==> src/rtl/cbu_pkg.sv <==
package cbu_pkg;

    localparam int CC_W = 5;

    // condition-code bit positions (decoded by the branch evaluator)
    localparam int CC_SGT = 0;
    localparam int CC_SLT = 1;
    localparam int CC_EQ  = 2;
    localparam int CC_UGT = 3;
    localparam int CC_ULT = 4;

    typedef enum logic [3:0] {
        COND_EQ  = 4'd0,
        COND_NE  = 4'd1,
        COND_SLT = 4'd2,
        COND_SGT = 4'd3,
        COND_ULT = 4'd4,
        COND_UGT = 4'd5,
        COND_SGE = 4'd6,
        COND_SLE = 4'd7,
        COND_UGE = 4'd8,
        COND_ULE = 4'd9
    } cond_e;

    localparam logic [3:0] COND_LAST = 4'd9;

    typedef struct packed {
        logic [CC_W-1:0] flags;
    } cc_state_t;

endpackage

==> src/rtl/cbu_flag_gen.sv <==
module cbu_flag_gen
    import cbu_pkg::*;
#(
    parameter int DATA_W = 32
) (
    input  logic              clk,
    input  logic              rst_n,
    input  logic [DATA_W-1:0] opnd_a,
    input  logic [DATA_W-1:0] opnd_b,
    input  logic              cmp_en,
    output logic [CC_W-1:0]   flags_q
);

    cc_state_t st_d, st_q;
    logic [CC_W-1:0] cmp_res;
    logic            same;

    always_comb begin
        same    = (opnd_a == opnd_b);
        cmp_res = '0;
        if (same) begin
            cmp_res[CC_EQ] = 1'b1;
        end else begin
            cmp_res[CC_SGT] = ($signed(opnd_a) >  $signed(opnd_b));
            cmp_res[CC_SLT] = ($signed(opnd_a) <  $signed(opnd_b));
            cmp_res[CC_UGT] = (opnd_a > opnd_b);
            cmp_res[CC_ULT] = (opnd_a < opnd_b);
        end
    end

    always_comb begin
        st_d = st_q;
        if (cmp_en) begin
            st_d.flags = cmp_res;
        end
    end

    always_ff @(posedge clk) begin
        if (!rst_n) begin
            st_q <= '0;
        end else begin
            st_q <= st_d;
        end
    end

    assign flags_q = st_q.flags;

endmodule

==> src/rtl/cbu_cond_eval.sv <==
module cbu_cond_eval
    import cbu_pkg::*;
(
    input  logic [CC_W-1:0] flags,
    input  logic [3:0]      cond_sel,
    input  logic            br_en,
    output logic            taken,
    output logic            bad
);

    logic hit;
    logic legal;

    always_comb begin
        legal = (cond_sel <= COND_LAST);
        hit   = 1'b0;
        case (cond_sel)
            COND_EQ:  hit = flags[CC_EQ];
            COND_NE:  hit = !flags[CC_EQ];
            COND_SLT: hit = flags[CC_SLT];
            COND_SGT: hit = flags[CC_SGT];
            COND_ULT: hit = flags[CC_ULT];
            COND_UGT: hit = flags[CC_UGT];
            COND_SGE: hit = flags[CC_SGT] | flags[CC_EQ];
            COND_SLE: hit = flags[CC_SLT] | flags[CC_EQ];
            COND_UGE: hit = flags[CC_UGT] | flags[CC_EQ];
            COND_ULE: hit = flags[CC_ULT] | flags[CC_EQ];
            default:  hit = 1'b0;
        endcase
        taken = br_en & legal & hit;
        bad   = br_en & !legal;
    end

endmodule

==> src/rtl/cbu_target_calc.sv <==
module cbu_target_calc #(
    parameter int ADDR_W = 32,
    parameter int OFS_W  = 10
) (
    input  logic [ADDR_W-1:0] pc_in,
    input  logic [OFS_W-1:0]  ofs,
    input  logic              taken,
    output logic [ADDR_W-1:0] target
);

    localparam int EXT_W = ADDR_W - OFS_W - 1;
    localparam logic [ADDR_W-1:0] INSN_BYTES = ADDR_W'(2);

    logic [ADDR_W-1:0] disp;
    logic [ADDR_W-1:0] next_pc;

    always_comb begin
        disp    = {{EXT_W{ofs[OFS_W-1]}}, ofs, 1'b0};
        next_pc = pc_in + INSN_BYTES;
        target  = taken ? (next_pc + disp) : next_pc;
    end

endmodule

==> src/rtl/cbu_core.sv <==
module cbu_core
    import cbu_pkg::*;
#(
    parameter int DATA_W = 32,
    parameter int ADDR_W = 32,
    parameter int OFS_W  = 10
) (
    input  logic              clk,
    input  logic              rst_n,
    input  logic [DATA_W-1:0] opnd_a,
    input  logic [DATA_W-1:0] opnd_b,
    input  logic              cmp_en,
    input  logic [3:0]        cond_sel,
    input  logic              br_en,
    input  logic [ADDR_W-1:0] pc_in,
    input  logic [OFS_W-1:0]  br_ofs,
    output logic [CC_W-1:0]   cc_flags,
    output logic              br_taken,
    output logic [ADDR_W-1:0] br_target,
    output logic              cond_bad
);

    logic [CC_W-1:0] flags_q;
    logic            taken_w;

    cbu_flag_gen #(.DATA_W(DATA_W)) u_flags (
        .clk     (clk),
        .rst_n   (rst_n),
        .opnd_a  (opnd_a),
        .opnd_b  (opnd_b),
        .cmp_en  (cmp_en),
        .flags_q (flags_q)
    );

    cbu_cond_eval u_cond (
        .flags    (flags_q),
        .cond_sel (cond_sel),
        .br_en    (br_en),
        .taken    (taken_w),
        .bad      (cond_bad)
    );

    cbu_target_calc #(.ADDR_W(ADDR_W), .OFS_W(OFS_W)) u_tgt (
        .pc_in  (pc_in),
        .ofs    (br_ofs),
        .taken  (taken_w),
        .target (br_target)
    );

    assign cc_flags = flags_q;
    assign br_taken = taken_w;

endmodule

==> config.mk <==
export PLATFORM = sky130hd
export DESIGN_NAME = cbu_core
export DESIGN_NICKNAME = d
export VERILOG_FILES = /design/src/rtl/cbu_pkg.sv /design/src/rtl/cbu_flag_gen.sv /design/src/rtl/cbu_cond_eval.sv /design/src/rtl/cbu_target_calc.sv /design/src/rtl/cbu_core.sv
export SDC_FILE = /design/constraint.sdc
export NUM_CORES = 1
export LEC_CHECK = 0
export ABC_AREA = 1
export ABC_CLOCK_PERIOD_IN_PS = 4000
export CAP_MARGIN = 20
export CORE_MARGIN = 1
export CORE_UTILIZATION = 48
export CTS_BUF_LIST = sky130_fd_sc_hd__clkbuf_8
export DETAILED_ROUTE_END_ITERATION = 10
export GPL_TIMING_DRIVEN = 0
export PLACE_DENSITY = 0.84
export SKIP_CTS_REPAIR_TIMING = 1
export SYNTH_ARGS = -nofsm -noshare
export SYNTH_HDL_FRONTEND = slang
export SYNTH_SLANG_ARGS = --single-unit
==> constraint.sdc <==
create_clock -name clk -period 4 [get_ports clk]
set_input_delay 0.8 -clock clk [delete_from_list [all_inputs] [get_ports clk]]
set_output_delay 0.8 -clock clk [all_outputs]
set_load 0.03 [all_outputs]
==> results.json <==
{
  "status": "finished with violations",
  "violations": "design-rule violations, negative setup slack",
  "dr.max_layer_used": "met4",
  "die_area_sq_um": 9534,
  "dp_hpwl_mm": 12.01,
  "syn_inst": 793,
  "ff2ff_setup_slack_ns": 3.15,
  "routedWlPerCell_um": 18.73,
  "min_to": "u_flags.flags_q[0]$_SDFFE_PN0P_",
  "grt_pass1_vias": 5163,
  "clkSinkCount": 5,
  "cts_tree": "yes",
  "maxCapViolations": 0,
  "antenna_found_initial": 0,
  "pwr_density_cell_nw_per_um2": 159.1,
  "drt-met1-wl_mm": 6.817,
  "worstPathMaxFanout": 5,
  "grt_pass1_wl_mm": 22.58,
  "rsz0062_at_grt": "true",
  "dr.pass1.iters": 11,
  "cts_buffers": 3,
  "globalRouteOverflowTotal": 0,
  "skew_ns": 0,
  "worstMarginPinSlew_ns": 0.6302,
  "crit_type": "input pin to output pin",
  "largest_register_ff_count": 5,
  "dr_total_vias": 6774,
  "ys_types": 44,
  "layout-area-overhead-vs-synth_pct": 68.37,
  "layout-drive-gt1-share": 0.2960,
  "synth_edf_count": 0,
  "io_buffers": 151,
  "r2r_cells": 2,
  "syn_area_sq_um": 4390,
  "routed-wl-met3_mm": 2.619,
  "async_reset_ff_frac": 0,
  "n_antenna_cell": 0,
  "final_cell_mix": "205 x nand2_1, 102 x inv_1, 89 x clkdlybuf4s50_1",
  "crit-reg2reg-capture": "u_flags.flags_q[2]$_SDFFE_PN0P_",
  "start_util": 0.4986,
  "slew_viol_final": 0,
  "clk_path_buf_depth": 2,
  "ys.flop_type": "dfxtp_1",
  "wl_mm": 20.43,
  "yosysTopAreaCell": "nand2_1",
  "core_area_sq_um": 8806,
  "route.detailed.drc": 10,
  "syn_area_per_cell_sq_um": 5.537,
  "crit_path_start_kind": "input pin",
  "synth_top_area_share": 0.2120,
  "hp-start": "u_flags.flags_q[0]$_SDFFE_PN0P_",
  "max_freq_ghz": 0.2199,
  "final_common_cell": "nand2_1",
  "ys_seq_area_frac": 0.02280,
  "place_inst": 1053,
  "final_nets": 1170,
  "clock-root-buffer": "clkbuf_8",
  "period_share": 1.137,
  "whs_path_depth": 2,
  "crit_arrival_ns": 3.75,
  "die_w_um": 97.64,
  "leakagePower_nw": 3.711,
  "met2_length_mm": 9.206,
  "via_per_inst": 6.209,
  "dieHeight_um": 97.64,
  "cp-end-kind": "output pin",
  "clkLatencyLatePin_ns": 0.22,
  "globalplace.congestion": 0.9442,
  "pin_count": 153,
  "setup_ws_ns": -0.5484,
  "r2r_start": "u_flags.flags_q[2]$_SDFFE_PN0P_",
  "first_iter_violations": 737,
  "hold_viol_final": 0,
  "clk_pin_slew_worst_paths_ns": 0.04,
  "grt.total_usage": 0.2847,
  "ys_ff_latch": 5,
  "fin_cells": 1091,
  "setup_violations": 21,
  "required_ns": 3.20,
  "whs_ns": 0.5015,
  "netlist_top_cells_area": "nand2_1 21%, ha_1 20%, inv_1 10%",
  "rows": 34,
  "grt_max_degree": 24,
  "synth_warnings": 0,
  "htree_levels": 1,
  "synth_nets": 979,
  "fin_crit_ns": 4.548,
  "irDropWorstVdd_uv": 105.1,
  "relSlewSlack": 0.5792,
  "worstHoldPathType": "flop to flop",
  "final_antenna_net_count": 0
}
[cells in the mapped netlist (2+ instances only)]
| cell type | count |
|---|---|
| xnor2_1 | 18 |
| o21bai_1 | 5 |
| o21ai_0 | 29 |
| nor3_1 | 13 |
| a21o_1 | 5 |
| o21a_1 | 5 |
| nor3_4 | 2 |
| xor2_1 | 17 |
| nand4_1 | 21 |
| nand2_1 | 248 |
| a31oi_2 | 2 |
| inv_2 | 5 |
| o21ai_1 | 5 |
| dfxtp_1 | 5 |
| ha_1 | 71 |
| nand3_1 | 46 |
| or2_2 | 3 |
| inv_1 | 118 |
| nor3_2 | 2 |
| nor2_1 | 78 |
| nor2_2 | 4 |
| buf_2 | 4 |
| nand2_2 | 3 |
| a21oi_1 | 58 |
| nand3b_1 | 7 |
[critical path: stages]
cell,delay (ns)
buf_8,0.09
nand2_4,0.06
nor3_4,0.23
nand3_2,0.16
nor4_4,0.35
xnor2_1,0.24
inv_1,0.13
ha_4,0.37
nand2_8,0.09
nor2_4,0.15
nand2_2,0.08
nor2_1,0.37
nor2_2,0.11
nand2_1,0.09
nand2_1,0.06
nand3_1,0.12
nand2_1,0.09
buf_6,0.14
[logic make-up (layout without fill, tap and decap cells)]
| logic type | Yosys count | in the layout | share of synthesized area |
|---|---|---|---|
| buffers and inverters | 131 | 321 | 0.1183 |
| flip-flops | 5 | 5 | 0.02280 |
| XOR/XNOR | 36 | 36 | 0.07353 |
| AO/OA/AOI/OAI | 114 | 114 | 0.1445 |
| adder cells (fa/ha/maj) | 72 | 72 | 0.2069 |
| AND/OR/NAND/NOR | 435 | 435 | 0.4340 |
[how the worst max path moves through the flow]
stage                     startpoint  cells past startpoint  slack, ns            end
after floorplan             pc_in[5]                     15       0.11  br_target[13]
final                       pc_in[8]                     18      -0.55  br_target[26]
after global placement      pc_in[1]                     17      -1.39  br_target[27]
after detailed placement    pc_in[1]                     18      -1.40  br_target[27]
after global routing        pc_in[7]                     16      -0.63  br_target[18]
after CTS                   pc_in[1]                     18      -1.42  br_target[27]
[metal layers]
metal  vias to the layer above  global-route usage
met5                         -                   0
met1                      2972              0.3183
met3                       220             0.05180
met4                         0             0.09907
met2                       619              0.5341
li1                       2963                   -
[power by group]
part	total (mW)	switching (mW)	internal [mW]
logic	1.02	0.595	0.427
registers	0.0588	0.00466	0.0541
clock network	0.0958	0.0296	0.0662
total	1.18	0.629	0.547
[final cells by class]
class                      instances  area (sq um)
buffer                             7         53.80
clock inverter                     1         3.754
inverter                         124         470.5
fill                             508          1414
timing repair buffer             186          1819
clock buffer                       3         41.29
multi-input combinational        657          4768
sequential                         5         100.1
tap                              108         135.1
[per-stage QoR]
step	setup TNS, ns	instance area [sq um]	worst slack [ns]	util	total power, mW
final	-5.076	7392	-0.5484	0.8394	1.176
after detailed placement	-29.71	6065	-1.401	0.6887	0.8297
after global placement	-28.77	6037	-1.389	0.6856	0.8180
after floorplan	0	4390	0.1083	-	0.5333
after CTS	-30.14	6110	-1.420	0.6938	0.9263
after global routing	-8.287	7392	-0.6251	0.8394	1.236
(Power assumes the default switching activity.)
